$ cat src/rtl/prdsel_pkg.sv
package prdsel_pkg;

    localparam int RATE_W         = 4;
    localparam int DIV_W          = 14;
    // Code c (above the aliases) takes divider stage c - STAGE_OFFSET
    localparam int STAGE_OFFSET   = 2;
    localparam int ALIAS_A_CODE   = 1;
    localparam int ALIAS_A_TARGET = 8;
    localparam int ALIAS_B_CODE   = 2;
    localparam int ALIAS_B_TARGET = 9;
    localparam int STATUS_W       = 8;

    typedef struct packed {
        logic flag;
        logic tick;
    } flag_state_t;

endpackage

$ cat src/rtl/prdsel_rate_decode.sv
module prdsel_rate_decode
    import prdsel_pkg::*;
#(
    parameter int CODE_W = RATE_W,
    parameter int STG_N  = DIV_W,
    localparam int SEL_W = $clog2(STG_N)
) (
    input  logic [CODE_W-1:0] code,
    output logic [SEL_W-1:0]  stage,
    output logic              active
);

    int eff_code;
    int stage_idx;

    always_comb begin
        eff_code = int'(code);
        if (eff_code == ALIAS_A_CODE) begin
            eff_code = ALIAS_A_TARGET;
        end else if (eff_code == ALIAS_B_CODE) begin
            eff_code = ALIAS_B_TARGET;
        end
        stage_idx = eff_code - STAGE_OFFSET;
        active    = (code != '0) && (stage_idx >= 0) && (stage_idx < STG_N);
        stage     = active ? SEL_W'(stage_idx) : '0;
    end

endmodule

$ cat src/rtl/prdsel_divider.sv
module prdsel_divider
    import prdsel_pkg::*;
#(
    parameter int STG_N = DIV_W
) (
    input  logic             clk,
    input  logic             rst_n,
    input  logic             tick,
    output logic [STG_N-1:0] count,
    output logic [STG_N-1:0] rise
);

    logic [STG_N-1:0] cnt_d, cnt_q;
    logic [STG_N-1:0] cnt_inc;

    always_comb begin
        cnt_inc = cnt_q + STG_N'(1);
        cnt_d   = tick ? cnt_inc : cnt_q;
    end

    always_ff @(posedge clk) begin
        if (!rst_n) begin
            cnt_q <= '0;
        end else begin
            cnt_q <= cnt_d;
        end
    end

    // A stage rises when this tick's increment carries into a bit that is 0
    for (genvar g = 0; g < STG_N; g++) begin : g_rise
        assign rise[g] = tick & ~cnt_q[g] & cnt_inc[g];
    end

    assign count = cnt_q;


    cnt_step_chk: assert property (@(posedge clk) disable iff (!rst_n)
        $past(tick) && $past(rst_n) |-> count == STG_N'($past(count) + STG_N'(1)));


    cnt_hold_chk: assert property (@(posedge clk) disable iff (!rst_n)
        !$past(tick) && $past(rst_n) |-> $stable(count));

endmodule

$ cat src/rtl/prdsel_flag.sv
module prdsel_flag
    import prdsel_pkg::*;
(
    input  logic clk,
    input  logic rst_n,
    input  logic rise_sel,
    input  logic active,
    input  logic override,
    input  logic pie,
    input  logic stat_rd,
    output logic ptick,
    output logic flag,
    output logic irq
);

    flag_state_t st_d, st_q;

    always_comb begin
        st_d      = st_q;
        st_d.tick = rise_sel & active & ~override;
        if (stat_rd) begin
            st_d.flag = 1'b0;
        end
        if (st_d.tick) begin
            st_d.flag = 1'b1;
        end
    end

    always_ff @(posedge clk) begin
        if (!rst_n) begin
            st_q <= '0;
        end else begin
            st_q <= st_d;
        end
    end

    assign ptick = st_q.tick;
    assign flag  = st_q.flag;
    assign irq   = st_q.flag & pie & ~override;


    flag_rise_src_chk: assert property (@(posedge clk) disable iff (!rst_n)
        $rose(flag) |-> ptick);


    flag_clear_chk: assert property (@(posedge clk) disable iff (!rst_n)
        $past(stat_rd) && $past(rst_n) && !ptick |-> !flag);


    override_quiet_chk: assert property (@(posedge clk) disable iff (!rst_n)
        $past(override) |-> !ptick);


    irq_src_chk: assert property (@(posedge clk) disable iff (!rst_n)
        irq |-> flag && pie && !override);

endmodule

$ cat src/rtl/prdsel_top.sv
module prdsel_top
    import prdsel_pkg::*;
#(
    parameter int CODE_W = RATE_W,
    parameter int STG_N  = DIV_W,
    localparam int SEL_W = $clog2(STG_N),
    localparam int PAD_W = 1 << SEL_W
) (
    input  logic                clk,
    input  logic                rst_n,
    input  logic                tick_32k,
    input  logic [CODE_W-1:0]   rate_code,
    input  logic                sqw_enable,
    input  logic                fast_override,
    input  logic                pflag_enable,
    input  logic                status_read,
    output logic                sqw_out,
    output logic                sqw_drive,
    output logic                periodic_tick,
    output logic                irq,
    output logic [STATUS_W-1:0] status_byte
);

    logic [SEL_W-1:0] stage;
    logic             active;
    logic [STG_N-1:0] count;
    logic [STG_N-1:0] rise;
    logic [PAD_W-1:0] count_pad;
    logic [PAD_W-1:0] rise_pad;
    logic             sq_level;
    logic             rise_sel;
    logic             flag;

    prdsel_rate_decode #(.CODE_W(CODE_W), .STG_N(STG_N)) i_dec (
        .code   (rate_code),
        .stage  (stage),
        .active (active)
    );

    prdsel_divider #(.STG_N(STG_N)) i_div (
        .clk   (clk),
        .rst_n (rst_n),
        .tick  (tick_32k),
        .count (count),
        .rise  (rise)
    );

    always_comb begin
        count_pad = PAD_W'(count);
        rise_pad  = PAD_W'(rise);
        sq_level  = active & count_pad[stage];
        rise_sel  = rise_pad[stage];
        sqw_drive = sqw_enable | fast_override;
        sqw_out   = sqw_drive & (fast_override ? tick_32k : sq_level);
    end

    prdsel_flag i_flag (
        .clk      (clk),
        .rst_n    (rst_n),
        .rise_sel (rise_sel),
        .active   (active),
        .override (fast_override),
        .pie      (pflag_enable),
        .stat_rd  (status_read),
        .ptick    (periodic_tick),
        .flag     (flag),
        .irq      (irq)
    );

    assign status_byte = {irq, flag, {(STATUS_W-2){1'b0}}};


    tick_cause_chk: assert property (@(posedge clk) disable iff (!rst_n)
        periodic_tick |-> $past(tick_32k));


    tick_single_chk: assert property (@(posedge clk) disable iff (!rst_n)
        periodic_tick |=> !periodic_tick);

endmodule

$ cat config.mk
export PLATFORM = sky130hd
export DESIGN_NAME = prdsel_top
export DESIGN_NICKNAME = d
export VERILOG_FILES = /design/src/rtl/prdsel_pkg.sv /design/src/rtl/prdsel_rate_decode.sv /design/src/rtl/prdsel_divider.sv /design/src/rtl/prdsel_flag.sv /design/src/rtl/prdsel_top.sv
export SDC_FILE = /design/constraint.sdc
export NUM_CORES = 1
export LEC_CHECK = 0
export ABC_AREA = 1
export BUFFER_PORTS_ARGS = -buffer_cell sky130_fd_sc_hd__buf_2
export CAP_MARGIN = 15
export CORE_ASPECT_RATIO = 0.7
export CORE_MARGIN = 3
export CORE_UTILIZATION = 50
export DETAILED_ROUTE_END_ITERATION = 8
export GPL_ROUTABILITY_DRIVEN = 0
export GPL_TIMING_DRIVEN = 0
export PLACE_DENSITY = 0.83
export SYNTH_ARGS = -nofsm -noshare
export SYNTH_HDL_FRONTEND = slang
export SYNTH_SLANG_ARGS = --single-unit
$ cat constraint.sdc
create_clock -name clk -period 6.2 [get_ports clk]
set_input_delay 0.62 -clock clk [delete_from_list [all_inputs] [get_ports clk]]
set_output_delay 0.62 -clock clk [all_outputs]
set_load 0.02 [all_outputs]
==> impl_metrics.yaml, run 1 <==
route:
  detail_route.wl_per_cell_microns: 11.8
  first_iter_violations: 154
  ant_nets: 0
  wl_microns: 3730
  drt_first_pass_iters: 5
  vias_per_cell: 5.30
  num_vias: 1680
  drc_errors: 0
setup_path:
  crit_path_frequent_cell: "nand2_1"
  path_cells: "buf_2, nor2_4, nand2_2, nand2_4, ha_1, ha_1, nor2_1, nand2_1, nand2_2, nand2_8, nand3_4, buf_6, nand2_1, o211ai_1, nand3_1, nand2_1, nand2_1, nand2_1, nand2_1, buf_2"
  cp-end-kind: "primary output"
  startpoint_type: "primary input"
  cp_max_fo: 10
  crit_arrival_ps: 2960
  crit_path_top_delay_cell: "ha_1"
  cp_num_buf_inv: 3
  critPathTopFamily: "simple AND/OR/NAND/NOR gates"
  crit_type: "in2out"
  required_ps: 5580
  cp_slowest_stage_delay_ps: 280
timing:
  tns_ps: 0
  min_period_over_period_pct: 57.7
  fin_crit_ps: 3580
  rsz0062_at_grt: "false"
  hold_violations: 0
  finClkSkew_ps: 2.67
  max_freq_mhz: 280
  slew_viol_final: 0
  setup_viol: 0
clock_network:
  cts_setup_buffers: 0
  clkTransAtPathRegs_ps: 60
  cts-root-buf: "clkbuf_8"
  cts_buffers: 3
  cts_tree: "done"
  ctsResizeCount: 0
  clockBufferDepth: 2
  clk-insertion-delay-late_ps: 250
  cts.sinks: 16
  cts_hold_buf: 0
  htreeDepth: 1
logic_synthesis:
  synth_edf_count: 0
  avgSynthCellArea_sq_um: 6.08
  yosysTopAreaCell: "dfxtp_1"
  synth_top_area_share_pct: 20.6
  synth.most_common_cell: "nand2_1"
  synthesis.area_sq_um: 1560
  yosys_warnings: 0
  synthCells: 256
  seq_area_frac_synth_pct: 20.6
  synth-seq-cells: 16
  synth_flop_cell: "dfxtp_1"
  synth_common_cells: "73 x nand2_1, 28 x inv_1, 24 x nand3_1"
  synth_cell_types: 34
  async_flop_share_pct: 0
  synth.area.top_cells: "dfxtp_1 21%, nand2_1 18%, nand3_1 7.7%"
placed_design:
  place_hpwl_microns: 2930
  dpl_cell_area_sq_um: 1700
  portBuffers: 16
die:
  io-pin-count: 23
  die_width_microns: 72.7
  core_area_sq_um: 2880
  initial_utilization_pct: 54.0
  dieArea_sq_um: 3830
  num_rows: 16
  die_h_microns: 52.7
min_path:
  hold_class: "reg2reg"
power:
  leakage_uw: 0.000799
  power-per-cell-area_nw_per_um2: 169
  vdd_drop_max_uv: 93.5
grt:
  grt_pass1_wl_microns: 6320
  antenna_found_initial: 0
  grt_max_degree: 11
  grt_overflow: 0
  grt_pass1_vias: 1427
  grtUsageTotal_pct: 21.0
run_status:
  outcome: "finished, final reports clean"
cells_and_area:
  nNetsFinal: 296
  final_layout_size_suffix_gt1_share_pct: 19.6
  syn2layout_area_growth_pct: 12.8
  post-route-cell-area_sq_um: 1760
  n_fill_cell: 301
  diodes: 0
flow_run:
  max_cap_violations: 0
[worst reg2reg max path: stages, from the launching register on]
cell	delay, ps
dfxtp_1	420
ha_1	220
nand2_1	100
nor2_1	170
nand3_1	190
nor2_1	140
nand2_1	100
o21ai_2	130
inv_2	30
nand2_1	60
nand3_1	60
nand2_1	80
nand3_2	70
nand2_1	60
[routing by layer]
metal	track usage [%]	part of all wire, %	vias up
met5	0	0	-
met4	4.60	1.3	0
li1	-	-	867
met3	4.79	11	8
met2	29.8	38	78
met1	31.4	50	727
[report_power, final]
group          internal (uW)  switching [uW]  leakage [uW]
sequential               105            1.78      0.000129
combinational           34.9            61.9      0.000640
clock                   56.4            36.2     0.0000288
[worst paths after layout]
check,cells past startpoint,to,slack (ps),from
worst max-delay path,20,sqw_out,2620,rate_code[3]
worst min-delay path,2,i_flag.flag,490,i_flag.flag
worst max register to register,13,i_flag.flag,4310,i_div.count[1]
worst min register to register,2,i_flag.flag,490,i_flag.flag
[area by class of cell]
type                            instances  area (sq um)  share of cell area, %
Clock buffer                            4          55.1                   3.14
Sequential cell                        16           320                   18.2
Multi-Input combinational cell        196          1020                   58.1
Inverter                               34           128                   7.27
Buffer                                 15           108                   6.13
Tap cell                               36          45.0                   2.57
Timing Repair Buffer                   16          80.1                   4.56
[stage by stage]
step	instances	util, %	total power [uW]	setup slack, ps	hold WS, ps
finish	317	60.9	296	2620	488
global route	317	60.9	314	2370	504
CTS	317	60.9	299	2630	492
detailed placement	313	59.0	204	2650	480
global placement	313	59.0	203	2640	470
floorplan	261	-	184	3110	460
[kinds of logic (layout without fill, tap and decap cells)]
kind of cell	after synthesis	count (layout)	share of synthesized area, %
simple gates	154	154	49.4
buf+inv	49	69	15.1
compound gates	32	32	11.7
flops	16	16	20.6
fa+ha+maj	3	3	2.41
other cells	1	6	0.241
xor+xnor	1	1	0.563
[sequential cells by signal, indices dropped and copies added (netlist names)]
register,cells
i_div.count,14
i_flag.flag,1
i_flag.ptick,1
[layout by cell type (no fill, tap or decap), types with 3 or more instances in the layout]
master and count:
nand4_1 10, inv_1 28, conb_1 6, buf_4 8
ha_1 3, nor2_2 3, dfxtp_1 16, nand2_4 3
clkbuf_8 4, inv_2 4, nand3_4 3, nor3_1 5
a21oi_1 16, nand3_1 24, nand3_2 3, buf_2 18
o211ai_1 3, clkbuf_1 3, o21ai_0 6, nor2_1 23
nand2_1 73
No activity file was read; power rests on OpenSTA's default activity.
==> inputs of run 2 (changes only) <==
--- a/config.mk
+++ b/config.mk
@@ -5,7 +5,7 @@
 export SDC_FILE = /design/constraint.sdc
 export NUM_CORES = 1
 export LEC_CHECK = 0
-export ABC_AREA = 1
+export ABC_AREA = 0
 export BUFFER_PORTS_ARGS = -buffer_cell sky130_fd_sc_hd__buf_2
 export CAP_MARGIN = 15
 export CORE_ASPECT_RATIO = 0.7
@@ -14,7 +14,7 @@
 export DETAILED_ROUTE_END_ITERATION = 8
 export GPL_ROUTABILITY_DRIVEN = 0
 export GPL_TIMING_DRIVEN = 0
-export PLACE_DENSITY = 0.83
+export PLACE_DENSITY = 0.84
 export SYNTH_ARGS = -nofsm -noshare
 export SYNTH_HDL_FRONTEND = slang
 export SYNTH_SLANG_ARGS = --single-unit
==> constraint.sdc (replaced) <==
create_clock -name clk -period 3.73 [get_ports clk]
set_input_delay 0.373 -clock clk [delete_from_list [all_inputs] [get_ports clk]]
set_output_delay 0.373 -clock clk [all_outputs]
set_load 0.02 [all_outputs]
==> run 2 against run 1 <==
Against the previous run:
- sequential power grew 67%
- sequential share of layout area increased by 0.92 points
- highest routed layer unchanged
- register-to-register slack lost 3000 ps
- critical endpoint unchanged
- largest power group unchanged
==> impl_metrics.yaml, run 2 <==
clock_network:
  cts_tree: "done"
  clkTransAtPathRegs_ps: 60
  cts.sinks: 16
  cts_hold_buf: 0
  clockBufferDepth: 2
  clk-insertion-delay-late_ps: 240
  htreeDepth: 1
  cts-root-buf: "clkbuf_8"
  cts_buffers: 3
grt:
  grt_pass1_vias: 1270
  grt_pass1_wl_microns: 5800
  grt_max_degree: 11
  antenna_found_initial: 0
  grtUsageTotal_pct: 21.6
  grt_overflow: 0
cells_and_area:
  final_layout_size_suffix_gt1_share_pct: 25.6
  largest_reg_flops: 14
  post-route-cell-area_sq_um: 1670
  final_cell_mix: "18 x nand2_1, 16 x buf_4, 16 x dfxtp_1, 15 x buf_2, 10 x nor2_1"
  diodes: 0
  syn2layout_area_growth_pct: 20.6
  nNetsFinal: 223
  final_common_cell: "nand2_1"
  stdcell_count: 241
timing:
  worst_pin_slew_ps: 831
  setup_ws_ps: 105
  slew_viol_final: 0
  fin_crit_ps: 3620
  max_freq_mhz: 276
  setup_viol: 0
  relSlewSlack_pct: 44.1
  min_period_over_period_pct: 97.2
  finClkSkew_ps: 2.64
  hold_violations: 0
power:
  power.share.switching_pct: 31.2
  power-per-cell-area_nw_per_um2: 275
  leakage_uw: 0.000682
  seq_power_share_pct: 38.9
  combPwrFrac_pct: 34.0
  power_uw: 460
  p_sw_uw: 143
  clock_power_share_pct: 27.1
  vdd_drop_max_uv: 187
  intPower_uw: 316
run_status:
  outcome: "finished, final reports clean"
die:
  dieArea_sq_um: 3450
  die_width_microns: 68.9
  die_h_microns: 50.1
  io-pin-count: 23
  core_area_sq_um: 2550
  initial_utilization_pct: 54.3
  num_rows: 15
min_path:
  hold_end: "i_flag.flag"
  hold_start: "status_read"
  hold_class: "in2reg"
  whs_path_depth: 3
route:
  first_iter_violations: 98
  drt_first_pass_iters: 4
  drc_errors: 0
  detail_route.wl_per_cell_microns: 14.4
  wl_microns: 3460
  num_vias: 1423
  ant_nets: 0
  vias_per_cell: 5.90
setup_path:
  crit_type: "in2out"
  cp_max_fo: 10
  required_ps: 3360
  r2r_slack_ps: 1280
  crit_arrival_ps: 3250
  worstReg2RegEnd: "i_flag.flag"
  reg2reg_from: "i_div.count[2]"
  cp-end-kind: "primary output"
  startpoint_type: "primary input"
  worstRegToRegCells: 7
logic_synthesis:
  synth_common_cells: "19 x nand2_1, 16 x dfxtp_1, 11 x nor2_1"
  seq_area_frac_synth_pct: 23.1
  synth-seq-cells: 16
  avgSynthCellArea_sq_um: 7.79
  synth_flop_cell: "dfxtp_1"
  synth.area.top_cells: "dfxtp_1 23%, nand2_1 5.1%, buf_4 4.9%"
  synthesis.area_sq_um: 1390
  synth_cell_types: 51
  yosys_warnings: 0
  synth.most_common_cell: "nand2_1"
  async_flop_share_pct: 0
  synth_edf_count: 0
  yosysTopAreaCell: "dfxtp_1"
  synth_top_area_share_pct: 23.1
  synthCells: 178
placed_design:
  dpl_cell_area_sq_um: 1520
  placedCellCount: 232
  place_hpwl_microns: 2580
  pre_cts_slack_ps: -149
  portBuffers: 15
flow_run:
  max_cap_violations: 0
==> run 2: changes by cell type in the layout (fill, tap and decap cells not counted), sizes merged, moves of 7 or more <==
cell,delta
and2,+9
nor2,-16
a21oi,-11
nand3,-21
nand2,-60
nand4,-7
inv,-27
==> run 2: final cells by class <==
| type | instances | area [sq um] |
|---|---|---|
| Tap cell | 34 | 42.5 |
| Sequential cell | 16 | 320 |
| Inverter | 5 | 18.8 |
| Multi-Input combinational cell | 146 | 987 |
| Clock buffer | 3 | 41.3 |
| Timing Repair Buffer | 21 | 120 |
| Buffer | 16 | 141 |
| Fill cell | 225 | 881 |
==> run 2: how the worst max path moves through the flow <==
stage                      start      end  slack (ps)  cells past startpoint
finish              rate_code[3]  sqw_out         110                     14
global placement    rate_code[3]  sqw_out        -120                     14
CTS                 rate_code[3]  sqw_out          20                     14
floorplan           rate_code[3]  sqw_out         240                     11
detailed placement  rate_code[3]  sqw_out        -150                     14
global route        rate_code[3]  sqw_out          -3                     15
==> run 2: what timing repair did <==
action,in CTS,in global routing
gates cloned,0,0
resized for setup,5,10
buffers inserted,3,3
pin swaps,0,4
setup endpoints to repair,1,1
==> run 2: power groups by stage <==
stage,clock network (uW),logic (uW),registers [uW]
final,124,156,179
after global routing,140,172,179
after CTS,130,139,179
after detailed placement,0,129,183
after global placement,0,127,182
after floorplan,0,98.9,183
==> run 2: kinds of logic (layout without fill, tap and decap cells) <==
logic type / Yosys count / after routing / synth area share, %
and+or+nand+nor: 84 / 84 / 32.3
AOI/OAI and AO/OA: 40 / 40 / 21.8
buffers and inverters: 21 / 45 / 11.2
DFF: 16 / 16 / 23.1
xor gates and xnor gates: 9 / 9 / 5.69
muxes: 4 / 4 / 2.89
adders and majority gates: 3 / 3 / 2.71
other: 1 / 6 / 0.270
==> run 2: metrics by stage <==
step	hold slack (ps)	setup TNS [ps]	utilization [%]
2_1_floorplan	466	0	-
3_3_place_gp	491	-123	59.7
3_5_place_dp	525	-149	59.7
4_1_cts	428	0	62.7
5_1_grt	451	-2.70	65.5
6_report	426	0	65.5
==> run 2: per-layer routing <==
metal	GRT usage [%]	vias up	routed length (microns)
met1	30.9	651	1530
met4	2.91	0	21
met3	5.92	4	396
li1	-	693	-
met5	0	-	0
met2	32.6	75	1510
==> run 2: critical path, cell delays in order <==
cell,delay [ps]
buf_2,110
clkbuf_8,170
o31ai_4,260
ha_2,220
ha_2,310
or3_1,360
clkbuf_4,190
o221a_4,300
nor2_2,210
nand2_1,80
a21oi_1,190
o311ai_1,120
o21ai_0,170
buf_2,190
